[config.mk]
export PLATFORM = sky130hd
export DESIGN_NAME = spi_follower
export DESIGN_NICKNAME = d
export VERILOG_FILES = /design/src/rtl/spi_follower_pkg.sv /design/src/rtl/spi_follower_sync.sv /design/src/rtl/spi_follower_fsm.sv /design/src/rtl/spi_follower_rx.sv /design/src/rtl/spi_follower_tx.sv /design/src/rtl/spi_follower.sv
export SDC_FILE = /design/constraint.sdc
export NUM_CORES = 1
export LEC_CHECK = 0
export ABC_AREA = 1
export BUFFER_PORTS_ARGS = -buffer_cell sky130_fd_sc_hd__buf_2
export CAP_MARGIN = 10
export CORE_MARGIN = 4
export CORE_UTILIZATION = 50
export CTS_CLUSTER_SIZE = 30
export DETAILED_ROUTE_END_ITERATION = 10
export PLACE_DENSITY = 0.77
export SYNTH_ARGS = -nofsm -noshare
export SYNTH_HDL_FRONTEND = slang
export SYNTH_SLANG_ARGS = --single-unit
[constraint.sdc]
create_clock -name clk -period 1.5 [get_ports clk]
set_clock_uncertainty 0.05 [all_clocks]
set_input_delay 0.375 -clock clk [delete_from_list [all_inputs] [get_ports clk]]
set_output_delay 0.375 -clock clk [all_outputs]
set_load 0.1 [all_outputs]
[src/rtl/spi_follower_pkg.sv]
package spi_follower_pkg;

    typedef enum logic [1:0] {
        ST_IDLE = 2'd0,
        ST_ARM  = 2'd1,
        ST_XFER = 2'd2
    } fsm_state_e;

    // Controls from the sequencer to the two data paths.
    typedef struct packed {
        logic clear;      // select inactive: reset per-transfer state
        logic start;      // first active cycle: consume held word
        logic sample;     // shift strobe inside a transfer
        logic last;       // shift strobe of the final bit of a word
        logic edge_zero;  // change strobe at a word boundary
        logic edge_mid;   // change strobe inside a word
    } ctrl_t;

endpackage

[src/rtl/spi_follower_sync.sv]
module spi_follower_sync #(
    parameter int STAGES = 2
) (
    input  logic clk,
    input  logic rst_n,
    input  logic cpol_i,
    input  logic cpha_i,
    input  logic sck_i,
    input  logic ssel_n_i,
    input  logic mosi_i,
    output logic active_o,
    output logic mosi_o,
    output logic shift_o,
    output logic change_o
);

    logic [STAGES-1:0] sck_p;
    logic [STAGES-1:0] ssel_p;
    logic [STAGES-1:0] mosi_p;
    logic              sck_prev;

    // One flop per stage; all three lines share the same depth.
    for (genvar g = 0; g < STAGES; g++) begin : g_stage
        always_ff @(posedge clk or negedge rst_n) begin
            if (!rst_n) begin
                sck_p[g]  <= 1'b0;
                ssel_p[g] <= 1'b1;
                mosi_p[g] <= 1'b0;
            end else if (g == 0) begin
                sck_p[g]  <= sck_i;
                ssel_p[g] <= ssel_n_i;
                mosi_p[g] <= mosi_i;
            end else begin
                sck_p[g]  <= sck_p[(g > 0) ? g-1 : 0];
                ssel_p[g] <= ssel_p[(g > 0) ? g-1 : 0];
                mosi_p[g] <= mosi_p[(g > 0) ? g-1 : 0];
            end
        end
    end

    always_ff @(posedge clk or negedge rst_n) begin
        if (!rst_n) sck_prev <= 1'b0;
        else        sck_prev <= sck_p[STAGES-1];
    end

    logic rise, fall, lead, trail;
    always_comb begin
        rise     = sck_p[STAGES-1] & ~sck_prev;
        fall     = ~sck_p[STAGES-1] & sck_prev;
        lead     = cpol_i ? fall : rise;
        trail    = cpol_i ? rise : fall;
        shift_o  = cpha_i ? trail : lead;
        change_o = cpha_i ? lead : trail;
        active_o = ~ssel_p[STAGES-1];
        mosi_o   = mosi_p[STAGES-1];
    end

    // sampling and output advance never share a cycle
    assert_edges_exclusive_R1: assert property (@(posedge clk) disable iff (!rst_n)
        !(shift_o && change_o));

endmodule

[src/rtl/spi_follower_fsm.sv]
module spi_follower_fsm
    import spi_follower_pkg::*;
#(
    parameter int WIDTH = 8
) (
    input  logic  clk,
    input  logic  rst_n,
    input  logic  active_i,
    input  logic  shift_i,
    input  logic  change_i,
    output ctrl_t ctrl_o
);

    localparam int CW = (WIDTH > 2) ? $clog2(WIDTH) : 1;
    localparam logic [CW-1:0] LAST_IDX = CW'(WIDTH - 1);

    fsm_state_e state, state_nx;
    logic [CW-1:0] cnt;

    always_ff @(posedge clk or negedge rst_n) begin
        if (!rst_n) state <= ST_IDLE;
        else        state <= state_nx;
    end

    // Every state drives every output explicitly.
    always_comb begin
        unique case (state)
            ST_IDLE: begin
                state_nx         = active_i ? ST_ARM : ST_IDLE;
                ctrl_o.clear     = 1'b1;
                ctrl_o.start     = 1'b0;
                ctrl_o.sample    = 1'b0;
                ctrl_o.last      = 1'b0;
                ctrl_o.edge_zero = 1'b0;
                ctrl_o.edge_mid  = 1'b0;
            end
            ST_ARM: begin
                state_nx         = active_i ? ST_XFER : ST_IDLE;
                ctrl_o.clear     = ~active_i;
                ctrl_o.start     = active_i;
                ctrl_o.sample    = 1'b0;
                ctrl_o.last      = 1'b0;
                ctrl_o.edge_zero = 1'b0;
                ctrl_o.edge_mid  = 1'b0;
            end
            ST_XFER: begin
                state_nx         = active_i ? ST_XFER : ST_IDLE;
                ctrl_o.clear     = ~active_i;
                ctrl_o.start     = 1'b0;
                ctrl_o.sample    = active_i & shift_i;
                ctrl_o.last      = active_i & shift_i & (cnt == LAST_IDX);
                ctrl_o.edge_zero = active_i & change_i & (cnt == '0);
                ctrl_o.edge_mid  = active_i & change_i & (cnt != '0);
            end
            default: begin
                state_nx         = ST_IDLE;
                ctrl_o.clear     = 1'b1;
                ctrl_o.start     = 1'b0;
                ctrl_o.sample    = 1'b0;
                ctrl_o.last      = 1'b0;
                ctrl_o.edge_zero = 1'b0;
                ctrl_o.edge_mid  = 1'b0;
            end
        endcase
    end

    always_ff @(posedge clk or negedge rst_n) begin
        if (!rst_n)             cnt <= '0;
        else if (ctrl_o.clear)  cnt <= '0;
        else if (ctrl_o.sample) cnt <= ctrl_o.last ? '0 : cnt + CW'(1);
    end

    // an inactive select always leads back to idle
    assert_abort_to_idle_R8: assert property (@(posedge clk) disable iff (!rst_n)
        !active_i |=> state == ST_IDLE);

    // idle never carries a partial bit count
    assert_idle_count_zero_R8: assert property (@(posedge clk) disable iff (!rst_n)
        state == ST_IDLE |-> cnt == '0);

endmodule

[src/rtl/spi_follower_rx.sv]
module spi_follower_rx
    import spi_follower_pkg::*;
#(
    parameter int WIDTH = 8
) (
    input  logic             clk,
    input  logic             rst_n,
    input  logic             mosi_i,
    input  ctrl_t            ctrl_i,
    output logic [WIDTH-1:0] rx_word_o,
    output logic             rx_valid_o
);

    logic [WIDTH-1:0] sr;
    logic [WIDTH-1:0] sr_next;

    always_comb sr_next = {sr[WIDTH-2:0], mosi_i};

    always_ff @(posedge clk or negedge rst_n) begin
        if (!rst_n) begin
            sr         <= '0;
            rx_word_o  <= '0;
            rx_valid_o <= 1'b0;
        end else begin
            rx_valid_o <= ctrl_i.last;
            if (ctrl_i.clear)       sr <= '0;
            else if (ctrl_i.sample) sr <= sr_next;
            if (ctrl_i.last)        rx_word_o <= sr_next;
        end
    end

    // a word needs several strobes, so valid never lasts two cycles
    assert_valid_single_R2: assert property (@(posedge clk) disable iff (!rst_n)
        rx_valid_o |=> !rx_valid_o);

endmodule

[src/rtl/spi_follower_tx.sv]
module spi_follower_tx
    import spi_follower_pkg::*;
#(
    parameter int WIDTH = 8
) (
    input  logic             clk,
    input  logic             rst_n,
    input  logic [WIDTH-1:0] tx_word_i,
    input  logic             tx_load_i,
    input  ctrl_t            ctrl_i,
    output logic             miso_o,
    output logic             tx_req_o
);

    logic [WIDTH-1:0] hold;
    logic [WIDTH-1:0] out_sr;
    logic             use_sr_q;   // registered multiplexer select
    logic             frozen_q;   // preload bit no longer tracks hold
    logic             pre_bit_q;
    logic             consume;

    always_comb consume = ctrl_i.start | (ctrl_i.edge_zero & use_sr_q);

    always_ff @(posedge clk or negedge rst_n) begin
        if (!rst_n) begin
            hold     <= '0;
            tx_req_o <= 1'b1;
        end else if (tx_load_i) begin
            hold     <= tx_word_i;
            tx_req_o <= 1'b0;
        end else if (consume) begin
            tx_req_o <= 1'b1;
        end
    end

    always_ff @(posedge clk or negedge rst_n) begin
        if (!rst_n)               out_sr <= '0;
        else if (consume)         out_sr <= hold;
        else if (ctrl_i.edge_mid) out_sr <= {out_sr[WIDTH-2:0], 1'b0};
    end

    always_ff @(posedge clk or negedge rst_n) begin
        if (!rst_n) begin
            use_sr_q  <= 1'b0;
            frozen_q  <= 1'b0;
            pre_bit_q <= 1'b0;
        end else begin
            if (ctrl_i.clear)                               use_sr_q <= 1'b0;
            else if (ctrl_i.edge_zero || ctrl_i.edge_mid)   use_sr_q <= 1'b1;
            if (ctrl_i.clear)      frozen_q <= 1'b0;
            else if (ctrl_i.start) frozen_q <= 1'b1;
            if (!frozen_q)         pre_bit_q <= hold[WIDTH-1];
        end
    end

    always_comb miso_o = use_sr_q ? out_sr[WIDTH-1] : pre_bit_q;

    // a load always withdraws the request
    assert_load_clears_req_R6: assert property (@(posedge clk) disable iff (!rst_n)
        tx_load_i |=> !tx_req_o);

    // the line is frozen between select assertion and the first change strobe
    assert_preload_steady_R5: assert property (@(posedge clk) disable iff (!rst_n)
        (frozen_q && !use_sr_q && $past(frozen_q)) |-> $stable(miso_o));

endmodule

[src/rtl/spi_follower.sv]
module spi_follower
    import spi_follower_pkg::*;
#(
    parameter int WIDTH       = 8,
    parameter int SYNC_STAGES = 2
) (
    input  logic             clk,
    input  logic             rst_n,
    input  logic             cpol_i,
    input  logic             cpha_i,
    input  logic             sck_i,
    input  logic             ssel_n_i,
    input  logic             mosi_i,
    output logic             miso_o,
    input  logic [WIDTH-1:0] tx_word_i,
    input  logic             tx_load_i,
    output logic             tx_req_o,
    output logic [WIDTH-1:0] rx_word_o,
    output logic             rx_valid_o
);

    logic  active, mosi_s, shift_stb, change_stb;
    ctrl_t ctrl;

    spi_follower_sync #(.STAGES(SYNC_STAGES)) u_sync (
        .clk      (clk),
        .rst_n    (rst_n),
        .cpol_i   (cpol_i),
        .cpha_i   (cpha_i),
        .sck_i    (sck_i),
        .ssel_n_i (ssel_n_i),
        .mosi_i   (mosi_i),
        .active_o (active),
        .mosi_o   (mosi_s),
        .shift_o  (shift_stb),
        .change_o (change_stb)
    );

    spi_follower_fsm #(.WIDTH(WIDTH)) u_fsm (
        .clk      (clk),
        .rst_n    (rst_n),
        .active_i (active),
        .shift_i  (shift_stb),
        .change_i (change_stb),
        .ctrl_o   (ctrl)
    );

    spi_follower_rx #(.WIDTH(WIDTH)) u_rx (
        .clk        (clk),
        .rst_n      (rst_n),
        .mosi_i     (mosi_s),
        .ctrl_i     (ctrl),
        .rx_word_o  (rx_word_o),
        .rx_valid_o (rx_valid_o)
    );

    spi_follower_tx #(.WIDTH(WIDTH)) u_tx (
        .clk       (clk),
        .rst_n     (rst_n),
        .tx_word_i (tx_word_i),
        .tx_load_i (tx_load_i),
        .ctrl_i    (ctrl),
        .miso_o    (miso_o),
        .tx_req_o  (tx_req_o)
    );

endmodule

Word level (Yosys, flattened, before mapping). Index checks and enable logic that the tools add are counted.

Register bits after elaboration: 48. Latch bits: 0. Memory bits (writable): 0. ROM bits: 0. Input port bits: 16. Output and inout port bits: 11. Logic and storage cells: 66. Memories kept: 0.

$add $sub $neg: 1. Multipliers: 0. Divide/modulo/power cells: 0. $lt $le $gt $ge: 0. Eq/ne operators: 3. Shift-type cells: 0. Multiplexer cells: 22. Bitwise gates (word level): 12. Reductions and logical operators: 10.

Operators by type and width (number): $mux W8 (2); $mux W7 (2); $mux W1 (12); $pmux W6 S2 (1); $reduce_bool A2 Y1 (5); $mux W3 (3); $and A1 B1 Y1 (8); $pmux W2 S2 (1); $add A3 B1 Y3 const B (1); $eq A3 B3 Y1 const B (1); $logic_not A3 Y1 (1); $not A1 Y1 (3); $reduce_bool A3 Y1 (1); $eq A2 B1 Y1 const B (1); $eq A2 B2 Y1 const B (1); $logic_not A2 Y1 (1); $mux W2 (1); $reduce_or A2 Y1 (1); $logic_or A1 B1 Y1 (1); $or A1 B1 Y1 (1).

Logic depth before layout (Yosys ltp). Gate-level depths: netlist of the first run.

Depth after elaboration: 11. Mapped depth: 12. Mapped depth without buffers: 12.

Modules after synthesis. Synthesis of the first run repeated with hierarchy kept, for this count alone.

Cells, all modules: 244. Area total of the unflattened synthesis: 2177.1 µm².

Modules (own cells, without submodules): spi_follower_tx (instances 1, cells each 109, area each 918.4 µm², sequential area each 501.7 µm²); spi_follower_rx (instances 1, cells each 65, area each 634.4 µm², sequential area each 400.4 µm²); spi_follower_fsm (instances 1, cells each 46, area each 377.9 µm², sequential area each 125.1 µm²); spi_follower_sync (instances 1, cells each 24, area each 246.5 µm², sequential area each 177.7 µm²).

Worst setup path after synthesis of the first run. Ideal clock, no wire load.

Path kind: register to register. Start point: register u_fsm.state[0]. End point: register u_rx.rx_word_o[5]. Setup time: 0.121 ns. Arrival time: 1.478 ns. Required time: 1.329 ns. Setup slack: -0.149 ns. Stages on the path, launching flop included: 13. Path buffers: 1. Period minus slack after synthesis: 1.649 ns. Cell sequence: dfrtp_1 inv_1 ha_1 inv_2 nor2_4 inv_2 nor2_8 nand3_2 inv_2 nand2_4 buf_6 nand2_2 o21ai_2.

Longest elaborated chain between the ends: 2. Elaborated cells on any way between the ends: 3. Those cells by class: eq/ne (2); mux (1).

Ends and longest elaborated chain: start, declared (RTL line spi_follower_fsm.sv:17) `fsm_state_e state, state_nx;`; start signal, assigned (RTL line spi_follower_fsm.sv:22) `else state <= state_nx;`; $eq A2 B2 Y1 / $eq A2 B1 Y1 (equally long branches) (RTL line spi_follower_fsm.sv:27) `unique case (state)`; $pmux W6 S2 * (RTL line spi_follower_fsm.sv:27); end signal, assigned (RTL line spi_follower_rx.sv:28) `if (ctrl_i.last) rx_word_o <= sr_next;`; end, declared (RTL line spi_follower_rx.sv:10) `output logic [WIDTH-1:0] rx_word_o,`.

Mark *: on every way between the ends. The rest lies on a longest branch, timed or not. A chain may end at the register's enable or synchronous reset.

Final worst setup path of the first run.
Start point: register u_fsm.state[0]. End point: register u_fsm.cnt[1].

Longest elaborated chain between the ends: 5. Elaborated cells on any way between the ends: 7. Those cells by class: eq/ne (2); mux (4); reduce/logical (1).

Ends and longest elaborated chain: $eq A2 B2 Y1 / $eq A2 B1 Y1 (equally long branches) (RTL line spi_follower_fsm.sv:27); $pmux W6 S2 * (RTL line spi_follower_fsm.sv:27); $mux W3 (2 in series) (RTL line spi_follower_fsm.sv:70) `else if (ctrl_o.sample) cnt <= ctrl_o.last ? '0 : cnt + CW'(1);`; $mux W3 (RTL line spi_follower_fsm.sv:69) `else if (ctrl_o.clear) cnt <= '0;`; end signal, assigned (RTL line spi_follower_fsm.sv:70); end, declared (RTL line spi_follower_fsm.sv:18) `logic [CW-1:0] cnt;`.

Mark *: on every way between the ends. The rest lies on a longest branch, timed or not. The select of a mux whose other input is x is not followed.

==> results.sh, run 1 <==
export IMPL_outcome="finished with violations"
export IMPL_violations="setup timing"
export IMPL_worstSetupPathType="register to register"
export IMPL_finalCritPeriodShare_pct=112
export IMPL_stdcell_count=320
export IMPL_synth_seq_cells=48
export IMPL_start_util_pct=52.8
export IMPL_cts_root_buffer="clkbuf_8"
export IMPL_die_area_mm2=0.00543
export IMPL_crit_end="u_fsm.cnt[1]"
export IMPL_place_inst=310
export IMPL_fp_dieW_um=73.7
export IMPL_initialDrtViolationCount=69
export IMPL_synth_most_common_cell="nand2_1"
export IMPL_drtPass1Iterations=4
export IMPL_tritoncts="done"
export IMPL_ys_types=25
export IMPL_fin_nets=292
export IMPL_insertion_delay_ns=0.29
export IMPL_n_antenna_cell=0
export IMPL_overflow=0
export IMPL_power_mw=3.23
export IMPL_dieHeight_um=73.7
export IMPL_relSlewSlack_pct=73.4
export IMPL_yosys_area_top_type_share_pct=52.2
export IMPL_netlist_area_mm2=0.00216
export IMPL_rr_endpoint="u_fsm.cnt[1]"
export IMPL_hold_class="primary input to register"
export IMPL_grt_pass1_wl_mm=7.18
export IMPL_setup_ws_ns=-0.179
export IMPL_fin_util_pct=66.1
export IMPL_clk_pin_slew_worst_paths_ns=0.08
export IMPL_power_leakage_nw=1.37
export IMPL_syn_inst=229
export IMPL_io_buffers=26
export IMPL_yosys_top_cells_area="dfrtp_1, nand2_1, inv_1"
export IMPL_antenna_found_initial=0
export IMPL_slew_violations=0
export IMPL_clk_path_buf_depth=2
export IMPL_design_area_mm2=0.00270
export IMPL_place_area_mm2=0.00257
export IMPL_finalWirelength_mm=3.83
export IMPL_cp_arrival_ns=1.84
export IMPL_synthArstFlopShare_pct=100
export IMPL_post_drt_wl_per_cell_um=12.0
export IMPL_tightest_slew_ns=0.400
export IMPL_r2r_cells=11
export IMPL_vias=1593
export IMPL_vias_per_cell=4.98
export IMPL_num_rows=23
export IMPL_cp_max_fo=10
export IMPL_synth_top_cells_by_count="nand2_1, dfrtp_1, inv_1"
export IMPL_post_route_drc_count=0
export IMPL_crit_path_end_kind="register"
export IMPL_yosys_most_used_dff="dfrtp_1"
export IMPL_finalCriticalPeriod_ns=1.68
export IMPL_yosysWarnings=0
export IMPL_dp_final_hpwl_mm=2.77
export IMPL_r2r_start="u_fsm.state[0]"
export IMPL_startpoint="u_fsm.state[0]"
export IMPL_grt_pass1_vias=1654
export IMPL_grt_use_total_pct=17.3
export IMPL_yosys_area_top_type="dfrtp_1"
export IMPL_routabilityCongestion=0.758
export IMPL_max_cap_violations=0
export IMPL_grt_max_degree=22
export IMPL_numCtsBuffers=5
export IMPL_drive_above_1_share_pct=30.0
export IMPL_antenna_left=0
export IMPL_max_freq_mhz=596
export IMPL_vdd_ir_drop_max_mv=0.715
export IMPL_hold_viol=0
export IMPL_yosysSeqAreaShare_pct=55.9
export IMPL_startpoint_type="register"
export IMPL_cts_htree_levels=2
export IMPL_r2r_setup_slack_ns=-0.18
export IMPL_io_pins=27
export IMPL_synth_edf_count=0
export IMPL_cp_data_required_time_ns=1.67
export IMPL_avgSynthCellArea_um2=9.41
export IMPL_finalSetupViolations=28
export IMPL_synthesis_nets=252
export IMPL_p_per_area_mw_per_mm2=1200
export IMPL_cts_sinks=48
export IMPL_grt_setup_unrepaired="yes"
export IMPL_area_growth_pct=25.4
export IMPL_core_area_mm2=0.00409
layout make-up:
cell class | count | area, um2
repair buffers | 37 | 384
multi-input cells | 140 | 828
inverters | 37 | 141
fillers | 324 | 1380
clock buffers | 7 | 76.3
flip-flops and latches | 48 | 1200
clock inverters | 1 | 5.00
well taps | 50 | 62.6
repair_timing:
action,4_1_cts,5_1_grt
hold buffers,1,0
setup endpoints to repair,29,31
resized for setup,13,10
pin swaps,0,1
endpoints found under the hold margin,13,0
setup buffers,0,1
kinds of logic (layout without fill, tap and decap cells):
logic type | after synthesis | count (layout) | synth area share, %
fa+ha+maj | 7 | 7 | 4.06
simple gates | 105 | 105 | 24.6
buf+inv | 41 | 82 | 7.72
flops | 48 | 48 | 55.9
compound gates | 28 | 28 | 7.78
cells in the final DEF (no fill, tap or decap), types with 7 or more instances in the layout:
master,instances
o21ai_2,7
dfrtp_1,45
o21ai_1,10
nand3_1,14
nand2_2,11
o21ai_0,9
buf_2,15
inv_1,31
nand2_1,60
buf_12,11
buf_4,8
worst max-delay path, cell delays in order, from the launching register on:
cell and delay [ns]:
dfrtp_1 0.37, inv_2 0.06, ha_4 0.27, inv_2 0.04, nor2_4 0.09, inv_2 0.07
nor2_8 0.11, nand3_2 0.12, inv_4 0.10, buf_6 0.14, nand4_1 0.08, o21ai_1 0.10
routing by layer:
| metal | share of wire (%) | routed length (um) | track usage [%] | vias up |
|---|---|---|---|---|
| li1 | - | - | - | 790 |
| met1 | 47 | 1800 | 21.6 | 773 |
| met2 | 48 | 1850 | 29.1 | 26 |
| met3 | 3.6 | 138 | 4.24 | 4 |
| met4 | 1.1 | 41 | 5.84 | 0 |
| met5 | 0 | 0 | 0 | - |
sequential cells by signal, summed over array words and instances, names as in the netlist:
register,cells
u_rx.rx_valid_o,1
u_tx.frozen_q,1
u_fsm.state,2
u_sync.mosi_o,1
u_rx.rx_word_o,8
u_fsm.cnt,3
u_sync.sck_prev,1
u_sync.ssel_p,2
u_sync.mosi_p,1
u_sync.sck_p,2
u_tx.pre_bit_q,1
u_rx.sr,7
u_tx.out_sr,8
u_tx.hold,8
u_tx.use_sr_q,1
u_tx.tx_req_o,1
worst min path at each step:
stage | cells past startpoint | from | slack [ns] | to
6_report | 1 | ssel_n_i | 0.12 | u_sync.ssel_p[0]
5_1_grt | 1 | ssel_n_i | 0.11 | u_sync.ssel_p[0]
4_1_cts | 1 | ssel_n_i | 0.11 | u_sync.ssel_p[0]
3_5_place_dp | 1 | rst_n | 0.27 | u_rx.rx_valid_o
3_3_place_gp | 1 | rst_n | 0.27 | u_rx.rx_valid_o
2_1_floorplan | 0 | rst_n | 0.03 | u_fsm.cnt[0]
stage by stage:
stage | hold slack [ns] | setup WS, ns | TNS [ns]
after detailed placement | 0.274 | -0.184 | -4.02
after CTS | 0.111 | -0.184 | -4.13
final | 0.121 | -0.179 | -3.94
after floorplan | 0.0294 | -0.116 | -1.24
after global placement | 0.269 | -0.125 | -2.41
after global routing | 0.109 | -0.325 | -7.95
power by group:
part           internal, mW  leakage, nW  switching, mW
combinational         0.350        0.712          0.587
sequential             1.48        0.612          0.102
clock                 0.327       0.0422          0.390
total                  2.15         1.37           1.08
(Power assumes the default switching activity.)
==> inputs of run 2 (changes only) <==
--- a/constraint.sdc
+++ b/constraint.sdc
@@ -4,2 +4,2 @@
 set_output_delay 0.375 -clock clk [all_outputs]
-set_load 0.1 [all_outputs]
+set_load 0.02 [all_outputs]
==> run 2 against run 1 <==
The run ends with hold timing, setup timing left. Register-to-register slack is essentially flat. Die area is the same. Highest routed layer unchanged. Critical endpoint is now u_tx.out_sr[7]. Critical path depth is the same. Via count shrank 0.94%. Flip-flop and latch count is the same. Hold slack lost 0.13 ns.
==> results.sh, run 2 (synthesis results as in run 1) <==
export IMPL_cp_arrival_ns=1.83
export IMPL_crit_cells=11
export IMPL_tightest_slew_ns=0.345
export IMPL_p_sw_mw=0.976
export IMPL_seqPwrFrac_pct=50.3
export IMPL_drtPass1Iterations=4
export IMPL_hold_class="primary input to async pin"
export IMPL_antenna_left=0
export IMPL_fp_dieW_um=73.7
export IMPL_grt_pass1_vias=1542
export IMPL_fin_nets=292
export IMPL_cts_root_buffer="clkbuf_8"
export IMPL_cts_sinks=48
export IMPL_finalCriticalPeriod_ns=1.69
export IMPL_clk_pin_slew_worst_paths_ns=0.08
export IMPL_grt_pass1_wl_mm=6.90
export IMPL_slowest_stage="dfrtp_1"
export IMPL_grt_max_degree=49
export IMPL_finalWirelength_mm=3.91
export IMPL_outcome="finished with violations"
export IMPL_path_buf_inv=3
export IMPL_final_cell_mix="nand2_1, dfrtp_1, inv_1"
export IMPL_startpoint_type="register"
export IMPL_initialDrtViolationCount=72
export IMPL_switching_share_pct=31.2
export IMPL_final_common_cell="nand2_1"
export IMPL_r2r_cells=11
export IMPL_reg_top3="u_rx.rx_word_o (8), u_tx.hold (8), u_tx.out_sr (8)"
export IMPL_fin_setup_tns_ns=-3.77
export IMPL_fillCellCount=357
export IMPL_crit_chain="inv_2 > ha_4 > inv_2 > nor2_4 > inv_2 > nor2_8 > nand4_1 > nand2_4 > nand2_1 > nand2_1 > nand2_1"
export IMPL_finalCritPeriodShare_pct=113
export IMPL_dieHeight_um=73.7
export IMPL_cp_max_fo=10
export IMPL_max_freq_mhz=592
export IMPL_overflow=0
export IMPL_relSlewSlack_pct=77.0
export IMPL_post_drt_wl_per_cell_um=12.2
export IMPL_cp_data_required_time_ns=1.64
export IMPL_antenna_found_initial=0
export IMPL_power_mw=3.13
export IMPL_vias_per_cell=4.93
export IMPL_tritoncts="done"
export IMPL_clk_path_buf_depth=2
export IMPL_num_rows=23
export IMPL_dp_final_hpwl_mm=2.69
export IMPL_violations="hold timing, setup timing"
export IMPL_vias=1578
export IMPL_area_growth_pct=17.9
export IMPL_worstSetupPathType="register to register"
export IMPL_grt_setup_unrepaired="yes"
export IMPL_hold_viol=3
export IMPL_slew_violations=0
export IMPL_numCtsBuffers=5
export IMPL_vdd_ir_drop_max_mv=0.839
export IMPL_n_antenna_cell=0
export IMPL_start_util_pct=52.8
export IMPL_finalSetupViolations=27
export IMPL_max_cap_violations=0
export IMPL_io_buffers=26
export IMPL_io_pins=27
export IMPL_crit_path_end_kind="register"
export IMPL_drive_above_1_share_pct=27.8
export IMPL_crit_family="simple AND/OR/NAND/NOR gates"
export IMPL_post_route_drc_count=0
export IMPL_fin_hold_ws_ns=-0.00988
export IMPL_pwr_share_comb_pct=25.1
export IMPL_routabilityCongestion=0.767
export IMPL_power_leakage_nw=1.35
export IMPL_power_frac_clock_pct=24.6
export IMPL_die_area_mm2=0.00543
export IMPL_setup_ws_ns=-0.191
export IMPL_post_cts_buffers=0
export IMPL_core_area_mm2=0.00409
export IMPL_grt_use_total_pct=16.4
export IMPL_insertion_delay_ns=0.29
export IMPL_cts_htree_levels=2
export IMPL_p_per_area_mw_per_mm2=1230
export IMPL_cpPeakStageDelay_ns=0.37
export IMPL_p_int_mw=2.15
==> run 2: cell count changes in the layout (fill, tap and decap cells not counted), sizes merged <==
cell	change
buf	+1
nand2	+1
dlygate4sd3	-1
inv	-1
==> run 2: repair_timing <==
item / 4_1_cts / 5_1_grt
hold buffers: 0 / 0
endpoints found under the setup margin: 28 / 29
resized for setup: 5 / 3
cloned: 1 / 1
==> run 2: final timing paths <==
| path | start | slack, ns | to |
|---|---|---|---|
| worst max-delay path | u_fsm.state[1] | -0.19 | u_tx.out_sr[7] |
| worst min-delay path | rst_n | -0.01 | u_rx.rx_word_o[4] |
| worst max register to register | u_fsm.state[1] | -0.19 | u_tx.out_sr[7] |
| worst min register to register | u_sync.sck_p[0] | 0.30 | u_sync.sck_p[1] |
| max in group asynchronous | rst_n | 1.13 | u_tx.tx_req_o |
| min in group clk | ssel_n_i | 0.13 | u_sync.ssel_p[0] |
==> run 2: metrics by stage <==
step | setup WS (ns) | util (%) | hold slack [ns] | cell area (um2) | cells
after floorplan | -0.0966 | - | 0.0294 | 2170 | 229
after CTS | -0.214 | 61.9 | 0.00492 | 2530 | 319
final | -0.191 | 62.2 | -0.00988 | 2540 | 320
after detailed placement | -0.199 | 59.1 | 0.287 | 2410 | 310
after global placement | -0.128 | 59.1 | 0.284 | 2410 | 310
after global routing | -0.348 | 62.2 | 0.0102 | 2540 | 320
==> run 2: final cells by class <==
class,count,area [um2],share of cell area (%)
Timing Repair Buffer,36,221,8.71
Sequential cell,48,1200,47.4
Multi-Input combinational cell,141,820,32.2
Clock buffer,8,90.1,3.54
Inverter,37,144,5.66
Tap cell,50,62.6,2.46
==> run 2: per-layer routing <==
metal  share of wire (%)  track usage [%]  wire length, um  vias to the layer above
met2                  49             27.0             1910                       21
met5                   0                0                0                        -
met1                  46             21.5             1810                      757
met3                 3.1             3.01              121                        7
li1                    -                -                -                      793
met4                 1.7             6.44               67                        0
==> run 2: power groups by stage <==
stage | Sequential (mW) | Combinational (mW) | Clock, mW
after floorplan | 1.58 | 0.496 | 0
after global placement | 1.59 | 0.749 | 0
after detailed placement | 1.59 | 0.773 | 0
after CTS | 1.57 | 0.792 | 0.785
after global routing | 1.59 | 0.904 | 0.847
final | 1.57 | 0.785 | 0.769
==> inputs of run 3 (changes only) <==
==> constraint.sdc (replaced) <==
create_clock -name clk -period 1.5 [get_ports clk]
set_clock_uncertainty 0.05 [all_clocks]
set_input_delay 0.075 -clock clk [delete_from_list [all_inputs] [get_ports clk]]
set_output_delay 0.075 -clock clk [all_outputs]
set_load 0.02 [all_outputs]
==> run 3 against run 2 <==
The run ends with setup timing left. Power up 0.96%. Die area unchanged. Design area up 4.7%. Sequential share of layout area down 2.1 points. Via count up 3.0%. Largest cell class unchanged. Highest routed layer unchanged.
==> results.sh, run 3 (synthesis results as in run 1) <==
export IMPL_drive_above_1_share_pct=26.2
export IMPL_crit_family="simple AND/OR/NAND/NOR gates"
export IMPL_outcome="finished with violations"
export IMPL_post_drt_wl_per_cell_um=12.5
export IMPL_violations="setup timing"
export IMPL_antenna_left=0
export IMPL_power_leakage_nw=1.40
export IMPL_cp_arrival_ns=1.83
export IMPL_grt_max_degree=49
export IMPL_post_route_drc_count=0
export IMPL_routabilityCongestion=0.767
export IMPL_crit_chain="inv_2 > ha_4 > inv_2 > nor2_4 > inv_2 > nor2_8 > nand4_1 > nand2_4 > nor2_4 > nand2_1 > nand2_1"
export IMPL_fp_dieW_um=73.7
export IMPL_max_freq_mhz=589
export IMPL_clk_pin_slew_worst_paths_ns=0.08
export IMPL_cts_sinks=48
export IMPL_cp_data_required_time_ns=1.63
export IMPL_dieHeight_um=73.7
export IMPL_vdd_ir_drop_max_mv=0.842
export IMPL_insertion_delay_ns=0.29
export IMPL_numCtsBuffers=5
export IMPL_antenna_found_initial=0
export IMPL_grt_pass1_wl_mm=7.37
export IMPL_cts_htree_levels=2
export IMPL_relSlewSlack_pct=76.6
export IMPL_io_pins=27
export IMPL_die_area_mm2=0.00543
export IMPL_finalSetupViolations=27
export IMPL_cpPeakStageDelay_ns=0.37
export IMPL_n_antenna_cell=0
export IMPL_cts_root_buffer="clkbuf_8"
export IMPL_area_growth_pct=23.5
export IMPL_stdcell_count=332
export IMPL_grt_pass1_vias=1613
export IMPL_final_common_cell="nand2_1"
export IMPL_slew_violations=0
export IMPL_tightest_slew_ns=0.351
export IMPL_power_mw=3.16
export IMPL_num_rows=23
export IMPL_startpoint_type="register"
export IMPL_reg_top3="u_rx.rx_word_o (8), u_tx.hold (8), u_tx.out_sr (8)"
export IMPL_hold_viol=0
export IMPL_drtPass1Iterations=4
export IMPL_io_buffers=26
export IMPL_hold_class="primary input to register"
export IMPL_path_buf_inv=3
export IMPL_crit_path_end_kind="register"
export IMPL_fin_util_pct=65.2
export IMPL_final_cell_mix="nand2_1, dfrtp_1, inv_1"
export IMPL_tritoncts="done"
export IMPL_max_cap_violations=0
export IMPL_fin_nets=304
export IMPL_grt_use_total_pct=17.5
export IMPL_setup_ws_ns=-0.197
export IMPL_place_inst=310
export IMPL_start_util_pct=52.8
export IMPL_p_per_area_mw_per_mm2=1190
export IMPL_r2r_setup_slack_ns=-0.20
export IMPL_fillCellCount=342
export IMPL_finalCritPeriodShare_pct=113
export IMPL_vias_per_cell=4.89
export IMPL_finalWirelength_mm=4.15
export IMPL_vias=1625
export IMPL_dp_final_hpwl_mm=2.69
export IMPL_crit_top_cell="inv_2"
export IMPL_overflow=0
export IMPL_initialDrtViolationCount=45
export IMPL_fin_setup_tns_ns=-3.81
export IMPL_finalCriticalPeriod_ns=1.70
export IMPL_fin_hold_ws_ns=0.0860
export IMPL_grt_setup_unrepaired="yes"
export IMPL_core_area_mm2=0.00409
export IMPL_worstSetupPathType="register to register"
export IMPL_cp_max_fo=10
export IMPL_clk_path_buf_depth=2
export IMPL_slowest_stage="dfrtp_1"
[run 3: path summary, 6_finish.rpt]
path | start | depth (start not counted) | end
max in group asynchronous | rst_n | 3 | u_tx.tx_req_o
max | u_fsm.state[1] | 11 | u_tx.out_sr[4]
min in group asynchronous | rst_n | 3 | u_rx.rx_word_o[4]
max reg2reg | u_fsm.state[1] | 11 | u_tx.out_sr[4]
min | tx_load_i | 3 | u_tx.hold[0]
min reg2reg | u_sync.sck_p[0] | 0 | u_sync.sck_p[1]
[run 3: final cells by class]
| type | count | area, um2 | share of cell area, % |
|---|---|---|---|
| well taps | 50 | 62.6 | 2.35 |
| multi-input cells | 141 | 820 | 30.8 |
| clock buffers | 8 | 90.1 | 3.38 |
| inverters | 37 | 144 | 5.40 |
| flip-flops and latches | 48 | 1200 | 45.3 |
| repair buffers | 48 | 342 | 12.8 |
[run 3: what timing repair did]
item                                    4_1_cts  5_1_grt
hold buffers                                 12        0
buffers inserted                              0        0
gates resized for setup                       5        2
gates cloned                                  1        1
endpoints found under the setup margin       28       28
hold endpoints to repair                     59        0
[run 3: worst register-to-register path: cells and delay by family (launching register included)]
family	cells	cell delay [ns]
buf+inv	3	0.17
simple gates	7	0.74
fa+ha+maj	1	0.26
flops	1	0.37
[run 3: layer usage]
metal	share of wire, %	vias to the layer above	track usage, %
met3	3.0	5	3.01
met1	46	779	23.3
met2	50	25	29.0
met5	0	-	0
li1	-	816	-
met4	1.4	0	6.04
[run 3: metrics by stage]
step / setup WS (ns) / instance area, um2
after global placement: -0.128 / 2410
final: -0.197 / 2660
after detailed placement: -0.199 / 2410
after floorplan: -0.0966 / 2170
after global routing: -0.349 / 2660
after CTS: -0.214 / 2650
[run 3: power breakdown]
group	internal [mW]	total (mW)	switching, mW
logic	0.318	0.813	0.495
registers	1.48	1.57	0.0964
clock network	0.376	0.771	0.394
